$ cat src/rtl/dispatch_pkg.sv
package dispatch_pkg;
  localparam int WORD_W = 40;
  localparam int PC_W   = 16;
  localparam int IDX_W  = 20;
  localparam int CMD_W  = 8;
  localparam int SEL_W  = 3;
  localparam int CLS_HI = WORD_W - 1;
  localparam int CMD_LO = WORD_W - CMD_W;
  localparam int SRC_BIT = IDX_W + SEL_W;

  typedef enum logic [1:0] {
    CLS_UNIT = 2'b00,
    CLS_CTRL = 2'b01,
    CLS_JUMP = 2'b10,
    CLS_HALT = 2'b11
  } opclass_t;

  typedef enum logic [1:0] {
    ADDR_PC  = 2'd0,
    ADDR_IDX = 2'd1,
    ADDR_JMP = 2'd2
  } addrsel_t;

  typedef struct packed {
    logic     memRd;
    addrsel_t addrSel;
    logic     loadIr;
    logic     incPc;
    logic     jumpPc;
    logic     loadOar;
    logic     saveCmd;
    logic     fillFromMem;
    logic     fillFromIr;
  } strobes_t;
endpackage

$ cat src/rtl/dispatch_ctrl.sv
module dispatch_ctrl
  import dispatch_pkg::*;
(
  input  logic     clk,
  input  logic     rstN,
  input  opclass_t opClass,
  input  logic     slotFree,
  output strobes_t st,
  output logic     halted
);
  typedef enum logic [2:0] {
    ST_FETCH, ST_LOAD, ST_EXEC, ST_OPLOAD, ST_PARK, ST_HALT
  } state_t;

  state_t state, nxt;

  always_comb begin
    st  = '0;
    nxt = state;
    case (state)
      ST_FETCH: begin
        st.memRd   = 1'b1;
        st.addrSel = ADDR_PC;
        nxt        = ST_LOAD;
      end
      ST_LOAD: begin
        st.loadIr = 1'b1;
        st.incPc  = 1'b1;
        nxt       = ST_EXEC;
      end
      ST_EXEC: begin
        case (opClass)
          CLS_UNIT: begin
            st.memRd   = 1'b1;
            st.addrSel = ADDR_IDX;
            st.loadOar = 1'b1;
            st.saveCmd = 1'b1;
            nxt        = ST_OPLOAD;
          end
          CLS_CTRL: begin
            st.loadOar = 1'b1;
            nxt        = ST_FETCH;
          end
          CLS_JUMP: begin
            st.memRd   = 1'b1;
            st.addrSel = ADDR_JMP;
            st.jumpPc  = 1'b1;
            nxt        = ST_LOAD;
          end
          default: nxt = ST_HALT;
        endcase
      end
      ST_OPLOAD: begin
        st.loadIr = 1'b1;
        if (slotFree) begin
          st.fillFromMem = 1'b1;
          nxt            = ST_FETCH;
        end else begin
          nxt = ST_PARK;
        end
      end
      ST_PARK: begin
        if (slotFree) begin
          st.fillFromIr = 1'b1;
          nxt           = ST_FETCH;
        end
      end
      default: nxt = ST_HALT;
    endcase
  end

  always_ff @(posedge clk) begin
    if (!rstN) state <= ST_FETCH;
    else       state <= nxt;
  end

  assign halted = (state == ST_HALT);

  // once halted, stays halted and never fetches again
  a_r6_halt_sticky: assert property (@(posedge clk) disable iff (!rstN)
    halted |=> halted && !st.memRd);

  // a parked command keeps fetch stopped until the slot frees
  a_r9_park_stall: assert property (@(posedge clk) disable iff (!rstN)
    (state == ST_PARK && !slotFree) |=> !st.memRd);
endmodule

$ cat src/rtl/dispatch_path.sv
module dispatch_path
  import dispatch_pkg::*;
(
  input  logic               clk,
  input  logic               rstN,
  input  strobes_t           st,
  input  logic [WORD_W-1:0]  memRdata,
  input  logic [IDX_W-1:0]   idxResult,
  input  logic               dispReady,
  input  logic               unitEoc,
  output logic [PC_W-1:0]    memAddr,
  output logic [SEL_W-1:0]   idxSel,
  output logic [IDX_W-1:0]   idxField,
  output opclass_t           opClass,
  output logic               slotFree,
  output logic               dispValid,
  output logic [CMD_W-1:0]   dispCmd,
  output logic [WORD_W-1:0]  dispOperand
);
  logic [WORD_W-1:0] ir;
  logic [CMD_W-1:0]  saveReg;
  logic [PC_W-1:0]   pc;
  logic [IDX_W-1:0]  oar;
  logic              slotFull, unitBusy, handoff;
  logic [PC_W-1:0]   jumpTarget;

  assign opClass    = opclass_t'(ir[CLS_HI -: 2]);
  assign idxSel     = ir[SRC_BIT-1 -: SEL_W];
  assign idxField   = ir[IDX_W-1:0];
  assign jumpTarget = ir[SRC_BIT] ? oar[PC_W-1:0] : ir[PC_W-1:0];
  assign dispValid  = slotFull && !unitBusy;
  assign handoff    = dispValid && dispReady;
  assign slotFree   = !slotFull || handoff;

  always_comb begin
    case (st.addrSel)
      ADDR_IDX: memAddr = idxResult[PC_W-1:0];
      ADDR_JMP: memAddr = jumpTarget;
      default:  memAddr = pc;
    endcase
  end

  always_ff @(posedge clk) begin
    if (!rstN) begin
      ir      <= '0;
      saveReg <= '0;
      pc      <= '0;
      oar     <= '0;
    end else begin
      if (st.loadIr)  ir      <= memRdata;
      if (st.saveCmd) saveReg <= ir[CLS_HI -: CMD_W];
      if (st.loadOar) oar     <= idxResult;
      if (st.jumpPc)      pc <= jumpTarget;
      else if (st.incPc)  pc <= pc + PC_W'(1);
    end
  end

  always_ff @(posedge clk) begin
    if (!rstN) begin
      slotFull    <= 1'b0;
      unitBusy    <= 1'b0;
      dispCmd     <= '0;
      dispOperand <= '0;
    end else begin
      if (st.fillFromMem) begin
        slotFull    <= 1'b1;
        dispCmd     <= saveReg;
        dispOperand <= memRdata;
      end else if (st.fillFromIr) begin
        slotFull    <= 1'b1;
        dispCmd     <= saveReg;
        dispOperand <= ir;
      end else if (handoff) begin
        slotFull <= 1'b0;
      end
      if (handoff)      unitBusy <= 1'b1;
      else if (unitEoc) unitBusy <= 1'b0;
    end
  end

  // offered command is held until accepted
  a_r7_hold: assert property (@(posedge clk) disable iff (!rstN)
    (dispValid && !dispReady) |=> dispValid && $stable(dispCmd) && $stable(dispOperand));

  // unit is busy right after a hand-off
  a_r10_busy_after_handoff: assert property (@(posedge clk) disable iff (!rstN)
    handoff |=> !dispValid);

  // end-of-command releases a waiting command
  a_r10_eoc_release: assert property (@(posedge clk) disable iff (!rstN)
    (unitBusy && unitEoc && (slotFull || st.fillFromMem || st.fillFromIr)) |=> dispValid);

  // the slot is only refilled when it is free
  a_r9_single_slot: assert property (@(posedge clk) disable iff (!rstN)
    (st.fillFromMem || st.fillFromIr) |-> slotFree);

  // sequential step of the instruction counter
  a_r2_pc_step: assert property (@(posedge clk) disable iff (!rstN)
    (st.incPc && !st.jumpPc) |=> pc == $past(pc) + PC_W'(1));

  // jump loads its resolved target
  a_r5_jump_load: assert property (@(posedge clk) disable iff (!rstN)
    st.jumpPc |=> pc == $past(memAddr));
endmodule

$ cat src/rtl/instr_dispatch.sv
module instr_dispatch
  import dispatch_pkg::*;
(
  input  logic               clk,
  input  logic               rstN,
  output logic               memRd,
  output logic [PC_W-1:0]    memAddr,
  input  logic [WORD_W-1:0]  memRdata,
  output logic [SEL_W-1:0]   idxSel,
  output logic [IDX_W-1:0]   idxField,
  input  logic [IDX_W-1:0]   idxResult,
  output logic               dispValid,
  output logic [CMD_W-1:0]   dispCmd,
  output logic [WORD_W-1:0]  dispOperand,
  input  logic               dispReady,
  input  logic               unitEoc,
  output logic               halted
);
  strobes_t st;
  opclass_t opClass;
  logic     slotFree;

  dispatch_ctrl u_ctrl (
    .clk      (clk),
    .rstN     (rstN),
    .opClass  (opClass),
    .slotFree (slotFree),
    .st       (st),
    .halted   (halted)
  );

  dispatch_path u_path (
    .clk         (clk),
    .rstN        (rstN),
    .st          (st),
    .memRdata    (memRdata),
    .idxResult   (idxResult),
    .dispReady   (dispReady),
    .unitEoc     (unitEoc),
    .memAddr     (memAddr),
    .idxSel      (idxSel),
    .idxField    (idxField),
    .opClass     (opClass),
    .slotFree    (slotFree),
    .dispValid   (dispValid),
    .dispCmd     (dispCmd),
    .dispOperand (dispOperand)
  );

  assign memRd = st.memRd;
endmodule

$ cat config.mk
export PLATFORM = sky130hd
export DESIGN_NAME = instr_dispatch
export DESIGN_NICKNAME = d
export VERILOG_FILES = /design/src/rtl/dispatch_pkg.sv /design/src/rtl/dispatch_ctrl.sv /design/src/rtl/dispatch_path.sv /design/src/rtl/instr_dispatch.sv
export SDC_FILE = /design/constraint.sdc
export NUM_CORES = 1
export LEC_CHECK = 0
export ABC_AREA = 1
export BUFFER_PORTS_ARGS = -buffer_cell sky130_fd_sc_hd__buf_4
export CORE_AREA = 5 5 117 108
export CTS_BUF_LIST = sky130_fd_sc_hd__clkbuf_8
export CTS_CLUSTER_SIZE = 12
export DETAILED_ROUTE_END_ITERATION = 12
export DIE_AREA = 0 0 122 113
export PLACE_DENSITY = 0.91
export SYNTH_ARGS = -nofsm -noshare
export SYNTH_HDL_FRONTEND = slang
export SYNTH_SLANG_ARGS = --single-unit
$ cat constraint.sdc
create_clock -name clk -period 2.37 [get_ports clk]
set_clock_uncertainty 0.2 [all_clocks]
set_input_delay 0.1185 -clock clk [delete_from_list [all_inputs] [get_ports clk]]
set_output_delay 0.1185 -clock clk [all_outputs]
set_load 0.02 [all_outputs]
==> results.sh <==
export IMPL_status="finished with violations"
export IMPL_violations="negative setup slack"
export IMPL_synth_cell_types=28
export IMPL_h_tree_depth=4
export IMPL_worstReg2RegEnd="u_path.pc[10]"
export IMPL_fin_crit_sh_pct=108
export IMPL_die_x_microns=122
export IMPL_track_usage_pct=30.7
export IMPL_max_freq_ghz=0.389
export IMPL_period_minus_slack_ps=2570
export IMPL_rrSetupSlack_ps=230
export IMPL_p_per_area_mw_per_mm2=746
export IMPL_num_vias=7096
export IMPL_crit_path_end_kind="primary output"
export IMPL_grt_pass1_vias=6753
export IMPL_seq_area_frac_synth_pct=44.3
export IMPL_drt_wl_total_mm=23.2
export IMPL_antenna_found_initial=1
export IMPL_grt_busiest_layer="met2"
export IMPL_root_buffer="clkbuf_8"
export IMPL_critPathKind="register to primary output"
export IMPL_num_rows=37
export IMPL_grtUsageMet1_pct=36.2
export IMPL_synth_area_leaders="dfxtp_1, nand2_1, o21ai_0, a21oi_1, nor2_1"
export IMPL_hold_end="u_path.ir[27]"
export IMPL_area_delta_synth_final_pct=44.6
export IMPL_async_reset_ff_share_pct=0
export IMPL_fin_ws_ps=-200
export IMPL_via_per_inst=5.99
export IMPL_syn_area_sq_mm=0.00601
export IMPL_gr_usage_met3_pct=6.95
export IMPL_crit_fanout=8
export IMPL_post_dp_hpwl_mm=12.2
export IMPL_total_power_mw=6.48
export IMPL_insertion_delay_ps=440
export IMPL_dieHeight_microns=113
export IMPL_syn_nets=897
export IMPL_grt_pass1_wl_mm=33.8
export IMPL_maxCapViolCount=0
export IMPL_layout_common_cells="buf_4, nand2_1, dfxtp_1"
export IMPL_ioPinCount=154
export IMPL_start_util_pct=53.4
export IMPL_cp_arrival_ps=2250
export IMPL_tightest_slew_ps=578
export IMPL_synth_edf_count=0
export IMPL_dr_first_iter_drc_count=1066
export IMPL_ys_ff_latch=133
export IMPL_grt_setup_unrepaired="yes"
export IMPL_hold_depth=2
export IMPL_io_buffers=149
export IMPL_slew_violations=0
export IMPL_coreArea_sq_mm=0.0112
export IMPL_cp_required_ps=2050
export IMPL_netlist_area_leader_share_pct=44.3
export IMPL_clock_sinks=133
export IMPL_start_kind="register"
export IMPL_tritoncts="built"
export IMPL_setup_viol=16
export IMPL_slew_headroom_pct=61.0
export IMPL_wl_per_cell_microns=19.6
export IMPL_drc_errors=0
export IMPL_layout_drive_gt1_share_pct=26.8
export IMPL_grt_max_degree=76
export IMPL_cts_max_path_buffers=2
export IMPL_reg2reg_from="u_path.pc[1]"
export IMPL_vdd_ir_drop_max_mv=0.565
export IMPL_worstHoldStart="u_path.ir[27]"
export IMPL_gp_congestion=0.935
export IMPL_synth_cells=830
export IMPL_yosysWarnings=0
export IMPL_final_hold_violation_count=0
export IMPL_cts_made_buffers=17
export IMPL_gr_total_overflow=0
export IMPL_hold_path_class="register to register"
export IMPL_reg2regPathDepth=7
export IMPL_yosysTopAreaCell="dfxtp_1"
export IMPL_use_met2_pct=50.1
export IMPL_cellLeakagePower_nw=3.62
export IMPL_nets=1082
export IMPL_syn_avg_cell_area_sq_um=7.24
export IMPL_dieArea_sq_mm=0.0138
export IMPL_final_common_cell="buf_4"
export IMPL_fin_setup_tns_ps=-1670
export IMPL_first_pass_iters=6
export IMPL_ant_nets=0
export IMPL_ys_flop_type="dfxtp_1"
export IMPL_clkTransAtPathRegs_ps=80
-- how the worst max path moves through the flow --
stage / start / to / slack [ps] / depth (start not counted)
2_1_floorplan: u_ctrl.state[1] / memAddr[1] / -30 / 7
3_3_place_gp: u_path.ir[39] / memAddr[1] / 260 / 10
5_1_grt: u_ctrl.state[2] / memAddr[8] / -290 / 9
4_1_cts: u_ctrl.state[1] / memAddr[3] / -80 / 8
3_5_place_dp: u_path.ir[39] / memAddr[2] / 200 / 10
6_report: u_ctrl.state[2] / memAddr[8] / -200 / 9
-- logic make-up after synthesis --
| logic type | share of synthesized area, % |
|---|---|
| XOR/XNOR | 0.729 |
| flip-flops | 44.3 |
| buffers and inverters | 10.2 |
| AO/OA/AOI/OAI | 24.6 |
| adder cells (fa/ha/maj) | 0.625 |
| AND/OR/NAND/NOR | 19.4 |
| multiplexers | 0.187 |
-- state kept, by name, summed over array words and instances, names as in the netlist --
| signal | flops |
|---|---|
| u_path.saveReg | 8 |
| u_path.unitBusy | 1 |
| u_path.oar | 16 |
| u_path.dispOperand | 40 |
| u_ctrl.state | 3 |
| u_path.slotFull | 1 |
| u_path.ir | 40 |
| u_path.pc | 16 |
| u_path.dispCmd | 8 |
-- what timing repair did --
item                                   4_1_cts  5_1_grt
hold buffers                                60        0
pin swaps                                   14       16
buffers inserted                             7        4
gates resized for setup                     43       33
endpoints found under the hold margin       99        0
setup endpoints to repair                   16       17
cloned                                       3        2
-- cell type report --
cell class | count | area (sq um)
repair buffers | 246 | 2220
diodes | 1 | 2.50
clock buffers | 17 | 234
multi-input cells | 562 | 2970
well taps | 156 | 195
flip-flops and latches | 133 | 2670
fillers | 679 | 2570
inverters | 55 | 211
clock inverters | 15 | 180
-- layer usage --
metal	wire [microns]	part of all wire (%)
met1	8150	35
met4	1720	7.4
met2	10900	47
met5	0	0
met3	2480	11
-- Yosys cell counts, types with 2 or more instances --
cell type	count
a211oi_1	15
xor2_1	5
dfxtp_1	133
a21oi_1	93
clkbuf_1	41
nand4_1	2
nor2_1	101
nand3_1	26
o21ai_0	100
ha_1	3
nand2_1	146
buf_4	24
a22oi_1	16
nor3_1	3
inv_1	47
o22ai_1	40
a31oi_1	3
buf_2	14
nor3_4	2
inv_2	8
-- worst max-delay path, stage by stage (launching register included) --
cell     delay (ps)
dfxtp_2         340
nor3_4          270
nand2_2         170
buf_12          160
inv_4            50
ha_4            160
buf_8           150
a22oi_1          90
o21ai_1         230
buf_4           180
-- through the flow --
step	utilization (%)	hold WS, ps	cell area [sq um]	setup WS (ps)	std cells
after floorplan	-	61.9	6060	-32.0	830
after global placement	63.8	180	7180	257	1076
after detailed placement	63.8	187	7180	203	1076
after CTS	75.2	252	8460	-75.8	1178
after global routing	77.2	282	8680	-288	1185
final	77.2	269	8680	-200	1185
-- power by group --
group          internal, mW  total, mW  leakage, nW  switching, mW
Clock                  1.05       1.99        0.208          0.946
Combinational         0.767       1.88         2.33           1.11
Sequential             2.45       2.61         1.09          0.160
(Power assumes the default switching activity.)
